File: src/rtl/pic_pkg.sv
package pic_pkg;
  typedef enum logic [2:0] {
    OP_NONE     = 3'd0,
    OP_EN_SET   = 3'd1,
    OP_EN_CLR   = 3'd2,
    OP_PEND_SET = 3'd3,
    OP_PEND_CLR = 3'd4,
    OP_PRIO_WR  = 3'd5
  } reg_op_e;
endpackage

File: src/rtl/pic_level.sv
module pic_level #(
  parameter int N  = 8,
  parameter int PW = 3
) (
  input  logic [N-1:0]         active,
  input  logic [N-1:0][PW-1:0] prio,
  output logic [PW-1:0]        level,
  output logic                 idle
);
  always_comb begin
    level = '1;
    idle  = 1'b1;
    for (int i = 0; i < N; i++) begin
      if (active[i] && (idle || prio[i] < level)) begin
        level = prio[i];
        idle  = 1'b0;
      end
    end
  end
endmodule

File: src/rtl/pic_arb.sv
module pic_arb #(
  parameter int N  = 8,
  parameter int PW = 3,
  localparam int IW = $clog2(N)
) (
  input  logic                 clk,
  input  logic                 rst,
  input  logic [N-1:0]         pend,
  input  logic [N-1:0]         en,
  input  logic [N-1:0][PW-1:0] prio,
  input  logic [PW-1:0]        level,
  input  logic                 idle,
  input  logic                 block,
  output logic                 valid,
  output logic [IW-1:0]        idx
);
  logic [PW-1:0] best;

  always_comb begin
    valid = 1'b0;
    idx   = '0;
    best  = '1;
    for (int i = 0; i < N; i++) begin
      if (pend[i] && en[i] && !block && (idle || prio[i] < level) &&
          (!valid || prio[i] < best)) begin
        valid = 1'b1;
        idx   = IW'(i);
        best  = prio[i];
      end
    end
  end

  assert_winner_eligible_R5: assert property (@(posedge clk) disable iff (rst)
    valid |-> (pend[idx] && en[idx] && !block));
  assert_winner_preempts_R7: assert property (@(posedge clk) disable iff (rst)
    valid |-> (idle || prio[idx] < level));
endmodule

File: src/rtl/pic_stack.sv
module pic_stack #(
  parameter int DEPTH = 9,
  parameter int EW    = 4,
  localparam int SPW  = $clog2(DEPTH + 1)
) (
  input  logic          clk,
  input  logic          rst,
  input  logic          push,
  input  logic          pop,
  input  logic [EW-1:0] din,
  output logic [EW-1:0] top,
  output logic          empty
);
  logic [EW-1:0]  mem [DEPTH];
  logic [SPW-1:0] sp_q;

  always_ff @(posedge clk) begin
    if (push) mem[sp_q] <= din;
  end

  always_ff @(posedge clk) begin
    if (rst)       sp_q <= '0;
    else if (push) sp_q <= sp_q + 1'b1;
    else if (pop)  sp_q <= sp_q - 1'b1;
  end

  assign empty = (sp_q == '0);
  assign top   = empty ? '0 : mem[sp_q - 1'b1];

  assert_stack_bound_R9: assert property (@(posedge clk) disable iff (rst)
    !(push && sp_q == SPW'(DEPTH)));
  assert_pop_nonempty_R9: assert property (@(posedge clk) disable iff (rst)
    pop |-> !empty);
endmodule

File: src/rtl/prio_irq_ctrl.sv
module prio_irq_ctrl #(
  parameter int NUM_IRQ = 8,
  parameter int PRIO_W  = 3,
  localparam int IDX_W  = $clog2(NUM_IRQ),
  localparam int DEPTH  = NUM_IRQ + 1
) (
  input  logic               clk,
  input  logic               rst,
  input  logic [NUM_IRQ-1:0] irq_i,
  input  logic               nmi_i,
  input  logic [2:0]         reg_op_i,
  input  logic [IDX_W-1:0]   reg_idx_i,
  input  logic [PRIO_W-1:0]  reg_wdata_i,
  input  logic               ack_i,
  input  logic               ret_i,
  output logic               take_o,
  output logic [IDX_W-1:0]   take_id_o,
  output logic               take_nmi_o,
  output logic [NUM_IRQ-1:0] enable_o,
  output logic [NUM_IRQ-1:0] pending_o,
  output logic [NUM_IRQ-1:0] active_o,
  output logic               nmi_active_o,
  output logic [PRIO_W-1:0]  cur_prio_o,
  output logic               cur_idle_o
);
  import pic_pkg::*;

  logic [NUM_IRQ-1:0]             en_q, pend_q, act_q, irq_prev;
  logic [NUM_IRQ-1:0]             en_n, pend_n, act_n;
  logic [NUM_IRQ-1:0][PRIO_W-1:0] prio_q, prio_n;
  logic nmi_prev, nmi_pend_q, nmi_act_q, nmi_pend_n, nmi_act_n;
  logic take_q, take_nmi_q;
  logic [IDX_W-1:0] take_id_q;

  reg_op_e          op_s;
  logic             ack_eff, ret_eff, stk_empty, nmi_cand, arb_valid;
  logic [IDX_W:0]   stk_top, stk_din;
  logic [IDX_W-1:0] arb_idx;
  logic [PRIO_W-1:0] level;
  logic             idle;

  assign op_s    = reg_op_e'(reg_op_i);
  assign ack_eff = ack_i && take_q && !ret_i;
  assign ret_eff = ret_i && !stk_empty;
  assign stk_din = {take_nmi_q, take_id_q};
  assign nmi_cand = nmi_pend_q && !nmi_act_q;

  pic_level #(.N(NUM_IRQ), .PW(PRIO_W)) level_i (
    .active(act_q), .prio(prio_q), .level(level), .idle(idle));

  pic_arb #(.N(NUM_IRQ), .PW(PRIO_W)) arb_i (
    .clk(clk), .rst(rst), .pend(pend_q), .en(en_q), .prio(prio_q),
    .level(level), .idle(idle), .block(nmi_act_q),
    .valid(arb_valid), .idx(arb_idx));

  pic_stack #(.DEPTH(DEPTH), .EW(IDX_W + 1)) stack_i (
    .clk(clk), .rst(rst), .push(ack_eff), .pop(ret_eff),
    .din(stk_din), .top(stk_top), .empty(stk_empty));

  always_comb begin
    en_n       = en_q;
    pend_n     = pend_q;
    act_n      = act_q;
    prio_n     = prio_q;
    nmi_pend_n = nmi_pend_q;
    nmi_act_n  = nmi_act_q;
    if (ack_eff) begin
      if (take_nmi_q) begin
        nmi_act_n  = 1'b1;
        nmi_pend_n = 1'b0;
      end else begin
        act_n[take_id_q]  = 1'b1;
        pend_n[take_id_q] = 1'b0;
      end
    end
    if (ret_eff) begin
      if (stk_top[IDX_W]) nmi_act_n = 1'b0;
      else                act_n[stk_top[IDX_W-1:0]] = 1'b0;
    end
    if (int'(reg_idx_i) < NUM_IRQ) begin
      case (op_s)
        OP_EN_SET:   en_n[reg_idx_i]   = 1'b1;
        OP_EN_CLR:   en_n[reg_idx_i]   = 1'b0;
        OP_PEND_SET: pend_n[reg_idx_i] = 1'b1;
        OP_PEND_CLR: pend_n[reg_idx_i] = 1'b0;
        OP_PRIO_WR:  prio_n[reg_idx_i] = reg_wdata_i;
        default: ;
      endcase
    end
    pend_n = pend_n | (irq_i & ~irq_prev);
    if (nmi_i && !nmi_prev) nmi_pend_n = 1'b1;
  end

  always_ff @(posedge clk) begin
    if (rst) begin
      en_q       <= '0;
      pend_q     <= '0;
      act_q      <= '0;
      prio_q     <= '0;
      irq_prev   <= '0;
      nmi_prev   <= 1'b0;
      nmi_pend_q <= 1'b0;
      nmi_act_q  <= 1'b0;
      take_q     <= 1'b0;
      take_id_q  <= '0;
      take_nmi_q <= 1'b0;
    end else begin
      en_q       <= en_n;
      pend_q     <= pend_n;
      act_q      <= act_n;
      prio_q     <= prio_n;
      irq_prev   <= irq_i;
      nmi_prev   <= nmi_i;
      nmi_pend_q <= nmi_pend_n;
      nmi_act_q  <= nmi_act_n;
      take_q     <= (nmi_cand || arb_valid) && !ack_eff && !ret_eff;
      take_id_q  <= arb_idx;
      take_nmi_q <= nmi_cand;
    end
  end

  assign take_o       = take_q;
  assign take_id_o    = take_id_q;
  assign take_nmi_o   = take_nmi_q;
  assign enable_o     = en_q;
  assign pending_o    = pend_q;
  assign active_o     = act_q;
  assign nmi_active_o = nmi_act_q;
  assign cur_prio_o   = level;
  assign cur_idle_o   = idle;

  assert_ack_sets_active_R6: assert property (@(posedge clk) disable iff (rst)
    (ack_eff && !take_nmi_q) |=> act_q[$past(take_id_q)]);
  assert_ack_drops_take_R6: assert property (@(posedge clk) disable iff (rst)
    ack_eff |=> !take_q);
  assert_nmi_blocks_R11: assert property (@(posedge clk) disable iff (rst)
    nmi_act_q |-> !take_q);
  assert_take_beats_level_R7: assert property (@(posedge clk) disable iff (rst)
    (take_q && !take_nmi_q && $past(reg_op_i) != 3'd5) |->
    (idle || prio_q[take_id_q] < level));
  assert_active_only_by_core_R12: assert property (@(posedge clk) disable iff (rst)
    (!ack_eff && !ret_eff) |=> $stable(act_q));
endmodule

File: config.mk
export PLATFORM = sky130hd
export DESIGN_NAME = prio_irq_ctrl
export DESIGN_NICKNAME = d
export VERILOG_FILES = /design/src/rtl/pic_pkg.sv /design/src/rtl/pic_level.sv /design/src/rtl/pic_arb.sv /design/src/rtl/pic_stack.sv /design/src/rtl/prio_irq_ctrl.sv
export SDC_FILE = /design/constraint.sdc
export NUM_CORES = 1
export LEC_CHECK = 0
export BUFFER_PORTS_ARGS = -buffer_cell sky130_fd_sc_hd__buf_4
export CORE_UTILIZATION = 35
export DETAILED_ROUTE_END_ITERATION = 7
export PLACE_DENSITY = 0.61
export SYNTH_ARGS = -nofsm -noshare
export SYNTH_HDL_FRONTEND = slang
export SYNTH_SLANG_ARGS = --single-unit
File: constraint.sdc
create_clock -name clk -period 20.3 [get_ports clk]
set_input_delay 2.03 -clock clk [delete_from_list [all_inputs] [get_ports clk]]
set_output_delay 2.03 -clock clk [all_outputs]
set_load 0.05 [all_outputs]
==> impl_metrics.py, run 1 <==
metrics = {
    "finish": {
        "post_route_cells_drive_above_1_share_pct": 17.4,
        "numnets_final": 934,
        "insertedDiodeCount": 0,
        "final_core_utilization_pct": 41.6,
        "seqCellArea_um2": 2450,
        "multi_input_area_um2": 4400,
        "nFillCells": 2003,
        "area_growth_pct": 15.7,
        "post-route-cell-area_um2": 8180,
    },
    "detailed_routing": {
        "met1Wirelength_um": 10200,
        "detailroute.via_count": 6546,
        "drtIter0Drc": 567,
        "detailroute.wirelength.met2_um": 9040,
        "remaining_drc_errors": 0,
        "detailedRoute.firstPassIterationCount": 5,
        "routed_length_per_instance_um": 18.1,
        "antenna_violating_nets_post_route": 0,
        "route.final.wire_length_um": 20700,
        "viasPerCell": 5.72,
        "route.met3.wl_um": 914,
        "highest-signal-layer": "met4",
    },
    "floorplanning": {
        "die_width_um": 144,
        "die-area_um2": 20800,
        "core_um2": 19700,
        "num_io_pins": 56,
        "initial_utilization_pct": 36.0,
        "num_rows": 51,
        "dieHeight_um": 144,
    },
    "cts": {
        "ctsRootBufferMaster": "clkbuf_16",
        "cts_tree": "yes",
        "clock_tree.htree_level_count": 3,
        "cts_buffers": 9,
        "clock_latency_ns": 0.35,
        "clock-sinks": 104,
        "worst_setup_hold_path_clk_slew_ns": 0.07,
        "maximum_number_of_buffers_from_clock_root_to_sink": 2,
    },
    "grt": {
        "grt_pass1_wl_um": 32200,
        "global_route.usage.total_pct": 20.2,
        "grt_overflow_total": 0,
        "grt_antenna_before_repair": 0,
        "grt_start_max_net_pins": 70,
        "grt_pass1_vias": 5875,
    },
    "power_and_ir_drop": {
        "power_leakage_nw": 3.22,
        "net-switching-power_w": 0.000182,
        "switching_share_pct": 32.5,
        "power-per-cell-area_nw_per_um2": 68.2,
        "power.total_w": 0.000558,
        "intPower_w": 0.000377,
        "vdd_ir_drop_max_v": 0.0000410,
        "seqPwrFrac_pct": 42.1,
        "power_frac_clock_pct": 31.3,
        "p_comb_share_pct": 26.6,
    },
    "timing": {
        "drv_slew": 0,
        "tightestPinTransition_ns": 1.07,
        "layout_min_cycle_time_ns": 18.99,
        "final_hold_viol_count": 0,
        "finalWorstSetupSlack_ns": 1.31,
        "clock.fmax_ghz": 0.0527,
        "fin_skew_ns": 0.00975,
        "max_slew_headroom_pct": 28.8,
        "fin_worst_hold_slack_ns": 0.500,
        "final_min_period_over_clock_period_pct": 93.5,
        "setup_violations": 0,
    },
    "critical_path": {
        "cp_class": "flip-flop to flip-flop",
        "cp-endpoint": "take_id_o[2]",
        "critical-path-slowest-cell": "or4_1",
        "timing.critical_path.mode_cell": "ha_1",
        "critical_path_required_ns": 20.57,
        "worst_setup_path_start_kind": "flip-flop",
        "worstReg2RegStart": "active_o[0]",
        "r2r_cells": 108,
        "max_stage_delay_ns": 0.56,
        "critical_path.max_fanout": 7,
        "cp.arrival_ns": 19.26,
        "worstReg2RegEnd": "take_id_o[2]",
        "worstSetupEndpointType": "flip-flop",
        "crit_path_start": "active_o[0]",
        "regToRegSetupSlack_ns": 1.31,
    },
    "worst_hold_path": {
        "timing.hold.worst.class": "flip-flop to flip-flop",
        "holdCritStartpoint": "nmi_pend_q",
    },
    "logic_synthesis": {
        "synth_sequential_area_ratio_pct": 34.5,
        "synthesis.instances": 827,
        "ys.flop_type": "dfxtp_1",
        "netlist_area_um2": 7070,
        "post_synth_num_cell_types": 94,
        "synth-seq-cells": 104,
        "ys_async_sr_fraction_pct": 0,
        "yosysWarningCount": 0,
        "avgSynthCellArea_um2": 8.55,
        "synth_nets": 887,
        "synth-edff-count": 36,
    },
    "status": {
        "outcome": "finished, final reports clean",
    },
    "placed_design": {
        "placement.cell_area_um2": 7730,
        "post-place-ws_ns": 0.442,
        "port-buffer-count": 55,
        "final_gp_congestion": 0.948,
        "hpwlAfterDp_um": 15700,
    },
    "flow_run": {
        "reported_max_cap_violation_count": 0,
    },
}
[kinds of logic (layout without fill, tap and decap cells)]
kind of cell             Yosys count  in the layout  synth area share, %
flip-flops                       104            104                 34.5
AO/OA/AOI/OAI                    253            253                 25.5
adder cells (fa/ha/maj)           38             38                 6.72
buffers and inverters             80            132                 4.64
multiplexers                      27             27                 5.41
XOR/XNOR                           4              4                0.496
AND/OR/NAND/NOR                  321            321                 22.7
[flip-flops by register name (all words and copies together), names as in the netlist, named ones only]
name / flops
irq_prev: 8
nmi_pend_q: 1
take_nmi_o: 1
stack_i.mem: 36
pending_o: 8
prio_q: 24
nmi_active_o: 1
take_id_o: 3
active_o: 8
stack_i.sp_q: 4
take_o: 1
nmi_prev: 1
[through the flow]
stage / setup TNS (ns) / std cells
global route: -0.0210 / 1144
detailed placement: 0 / 1121
finish: 0 / 1144
CTS: 0 / 1137
global placement: 0 / 1121
floorplan: 0 / 827
[cell usage after synthesis (6+ instances only)]
cell / number / share of area (%)
a21oi_1: 66 / 4.7
nand2_1: 94 / 5.0
ha_1: 38 / 6.7
nor2_1: 86 / 4.6
mux2i_1: 15 / 2.1
edfxtp_1: 36 / 15
clkbuf_1: 28 / 1.5
o211ai_1: 9 / 0.96
nor3_1: 12 / 0.85
inv_1: 43 / 2.3
a211oi_1: 11 / 1.2
o2111ai_1: 8 / 0.99
mux4_2: 8 / 2.5
nor3b_1: 9 / 0.96
o22ai_1: 7 / 0.62
dfxtp_1: 68 / 19
nor2b_1: 20 / 1.8
a21o_1: 8 / 0.85
and2_1: 12 / 1.1
a31oi_1: 14 / 1.2
o21ai_0: 41 / 2.9
nand3_1: 30 / 2.1
o21a_1: 10 / 1.1
a221oi_1: 8 / 0.99
a32oi_1: 6 / 0.74
nand2b_1: 12 / 1.1
nand4_1: 7 / 0.62
[per-layer routing]
layer	track usage [%]	up-vias
met5	0	-
met4	6.93	0
met3	2.38	28
met2	30.9	195
met1	29.2	3156
li1	-	3167
[power groups by stage]
stage / logic (W) / clock network [W] / registers [W]
2_1_floorplan: 0.000107 / 0 / 0.000241
3_3_place_gp: 0.000146 / 0 / 0.000240
3_5_place_dp: 0.000146 / 0 / 0.000240
4_1_cts: 0.000147 / 0.000179 / 0.000235
5_1_grt: 0.000163 / 0.000187 / 0.000236
6_report: 0.000149 / 0.000175 / 0.000235
[timing repair]
action / 4_1_cts / 5_1_grt
buffers inserted: 0 / 7
endpoints found under the setup margin: 0 / 3
hold buffers: 0 / 0
resized for setup: 0 / 29
[placed cells by master, fill, tap and decap left out, types with 8 or more instances in the layout]
cell	instances
nor3_1	12
nand3_1	29
mux2i_1	14
nor2_1	85
nor3b_1	9
mux4_2	8
inv_1	43
nor2b_1	17
and2_1	11
a211oi_1	9
edfxtp_1	36
clkbuf_16	9
o211ai_1	9
nand2b_1	12
buf_4	72
a31oi_1	14
o2111ai_1	8
o21ai_0	39
nand2_1	93
a221oi_1	8
ha_1	37
dfxtp_1	64
o21a_1	9
a21oi_1	65
a21o_1	8
[worst min path at each step]
stage / cells after the start / end
floorplan: 2 / nmi_pend_q
global placement: 2 / nmi_pend_q
detailed placement: 2 / nmi_pend_q
CTS: 2 / nmi_pend_q
global route: 2 / prio_q[2]
finish: 2 / nmi_pend_q
[worst max-delay path: cells and delay by family, from the launching register on]
family | cells | cell delay [ns]
mux | 2 | 0.67
fa+ha+maj | 15 | 4.17
flops | 1 | 0.36
simple gates | 35 | 5.27
buf+inv | 11 | 1.00
compound gates | 45 | 7.39
[cell type report]
type | count | share of cell area [%]
clock buffer | 10 | 2.80
clock inverter | 6 | 0.810
inverter | 44 | 2.02
multi-input combinational | 643 | 53.8
sequential | 104 | 29.9
tap | 265 | 4.05
timing repair buffer | 72 | 6.61
(Power assumes the default switching activity.)
==> run 2, diff against run 1 <==
- CELL_PAD_IN_SITES_DETAIL_PLACEMENT: unset -> 0
- CELL_PAD_IN_SITES_GLOBAL_PLACEMENT: unset -> 1
- PLACE_DENSITY: 0.61 -> 0.74
==> run 2 against run 1 <==
Effect of this change:
- sequential power is essentially flat
- clock skew fell by 0.0013 ns
- flip-flop and latch count unchanged
- clock-buffer cell count is 1 lower
- via count fell by 1.3%
- core utilization up 0.13 points
- clock power down 3%
- register-to-register slack improved by 0.06 ns
- worst setup slack improved by 0.061 ns
- global-route usage is 0.88 points higher
- largest cell class unchanged
==> impl_metrics.py, run 2 (synthesized netlist as in run 1, its figures left out) <==
metrics = {
    "placed_design": {
        "hpwlAfterDp_um": 16300,
        "port-buffer-count": 55,
        "place.detailed.instances": 1136,
        "placement.cell_area_um2": 7840,
        "final_gp_congestion": 0.845,
    },
    "timing": {
        "clock.fmax_ghz": 0.0528,
        "fin_worst_hold_slack_ns": 0.486,
        "setup_violations": 0,
        "final_min_period_over_clock_period_pct": 93.2,
        "layout_min_cycle_time_ns": 18.92,
        "final_hold_viol_count": 0,
        "tightestPinTransition_ns": 0.998,
        "max_slew_headroom_pct": 33.0,
        "fin_skew_ns": 0.00846,
        "drv_slew": 0,
    },
    "cts": {
        "maximum_number_of_buffers_from_clock_root_to_sink": 2,
        "cts_buffers": 9,
        "worst_setup_hold_path_clk_slew_ns": 0.08,
        "ctsHoldBuffers": 0,
        "cts_tree": "yes",
        "clock-sinks": 104,
        "clock_latency_ns": 0.35,
        "ctsRootBufferMaster": "clkbuf_16",
        "clock_tree.htree_level_count": 3,
    },
    "finish": {
        "insertedDiodeCount": 0,
        "area_growth_pct": 16.1,
        "final_cell_mix": "94 x nand2_1, 86 x nor2_1, 81 x buf_4, 65 x a21oi_1, 64 x dfxtp_1",
        "numnets_final": 943,
        "post-route-cell-area_um2": 8210,
        "mostFrequentLayoutCell": "nand2_1",
        "post_route_cells_drive_above_1_share_pct": 17.9,
        "nFillCells": 2023,
        "largest_reg_flops": 36,
        "final_core_utilization_pct": 41.8,
        "final_cells": 1153,
        "layout_top_registers": "stack_i.mem: 36 flops, prio_q: 24 flops",
        "largest_register": "stack_i.mem",
    },
    "critical_path": {
        "max_stage_delay_ns": 0.55,
        "cp.arrival_ns": 19.19,
        "cp-endpoint": "take_id_o[1]",
        "worstSetupEndpointType": "flip-flop",
        "worstReg2RegStart": "active_o[0]",
        "timing.critical_path.mode_cell": "ha_1",
        "regToRegSetupSlack_ns": 1.38,
        "r2r_cells": 105,
        "critical_path_required_ns": 20.56,
        "crit_path_start": "active_o[0]",
        "critical-path-slowest-cell": "or4_4",
        "worst_setup_path_start_kind": "flip-flop",
        "cp_class": "flip-flop to flip-flop",
        "worstReg2RegEnd": "take_id_o[1]",
        "critical_path.max_fanout": 7,
    },
    "floorplanning": {
        "dieHeight_um": 144,
        "num_rows": 51,
        "initial_utilization_pct": 36.0,
        "die_width_um": 144,
        "die-area_um2": 20800,
        "core_um2": 19700,
        "num_io_pins": 56,
    },
    "grt": {
        "grt_pass1_vias": 6145,
        "grt_start_max_net_pins": 70,
        "grt_overflow_total": 0,
        "grt_antenna_before_repair": 0,
        "global_route.usage.total_pct": 21.1,
        "grt_pass1_wl_um": 33600,
    },
    "power_and_ir_drop": {
        "power.total_w": 0.000560,
        "vdd_ir_drop_max_v": 0.0000639,
        "power-per-cell-area_nw_per_um2": 68.2,
        "power_leakage_nw": 3.25,
    },
    "detailed_routing": {
        "antenna_violating_nets_post_route": 0,
        "drtIter0Drc": 436,
        "viasPerCell": 5.60,
        "routed_length_per_instance_um": 18.4,
        "detailroute.via_count": 6462,
        "route.final.wire_length_um": 21200,
        "detailedRoute.firstPassIterationCount": 5,
        "remaining_drc_errors": 0,
    },
    "status": {
        "outcome": "finished, final reports clean",
    },
    "worst_hold_path": {
        "holdCritStartpoint": "nmi_pend_q",
        "timing.hold.worst.class": "flip-flop to flip-flop",
        "hold-path-cell-count": 2,
    },
    "flow_run": {
        "reported_max_cap_violation_count": 0,
    },
}
==> run 2: layout make-up <==
type                       count  area [um2]  area share, %
timing repair buffer          81         608           7.41
clock buffer                   9         225           2.74
sequential                   104        2450           29.8
inverter                      44         165           2.01
multi-input combinational    643        4370           53.2
tap                          265         332           4.04
clock inverter                 7        61.3          0.747
==> run 2: power by group <==
| part | switching (W) | total (W) | internal [W] |
|---|---|---|---|
| Clock | 0.0000830 | 0.000169 | 0.0000859 |
| Sequential | 0.0000133 | 0.000235 | 0.000222 |
| Combinational | 0.0000968 | 0.000155 | 0.0000587 |
==> run 2: metal layers <==
layer / share of wire [%] / routed length [um] / vias to the layer above / global-route usage, %
met4: 1.4 / 302 / 0 / 5.71
met2: 45 / 9450 / 186 / 33.0
met1: 49 / 10300 / 3066 / 30.1
met5: 0 / 0 / - / 0
li1: - / - / 3190 / -
met3: 5.5 / 1160 / 20 / 2.98
==> run 2: worst min path at each step <==
stage and endpoint:
6_report nmi_pend_q, 5_1_grt prio_q[2], 4_1_cts nmi_pend_q, 3_5_place_dp nmi_pend_q, 3_3_place_gp nmi_pend_q, 2_1_floorplan nmi_pend_q
==> run 2: worst max-delay path, delay by kind of cell, from the launching register on <==
| kind | cells | cell delay [ns] |
|---|---|---|
| AO/OA/AOI/OAI | 42 | 7.06 |
| AND/OR/NAND/NOR | 35 | 5.43 |
| adder cells (fa/ha/maj) | 15 | 4.17 |
| multiplexers | 3 | 0.94 |
| buffers and inverters | 10 | 0.86 |
| flip-flops | 1 | 0.40 |
==> run 2: stage by stage <==
stage          setup slack (ns)  TNS [ns]
6_report                   1.38         0
2_1_floorplan              1.80         0
3_5_place_dp              0.964         0
4_1_cts                   0.831         0
3_3_place_gp              0.927         0
5_1_grt                 -0.0544    -0.131
==> run 2: repair_timing <==
item | 4_1_cts | 5_1_grt
buffers inserted | 0 | 1
setup endpoints to repair | 0 | 3
resized for setup | 0 | 19
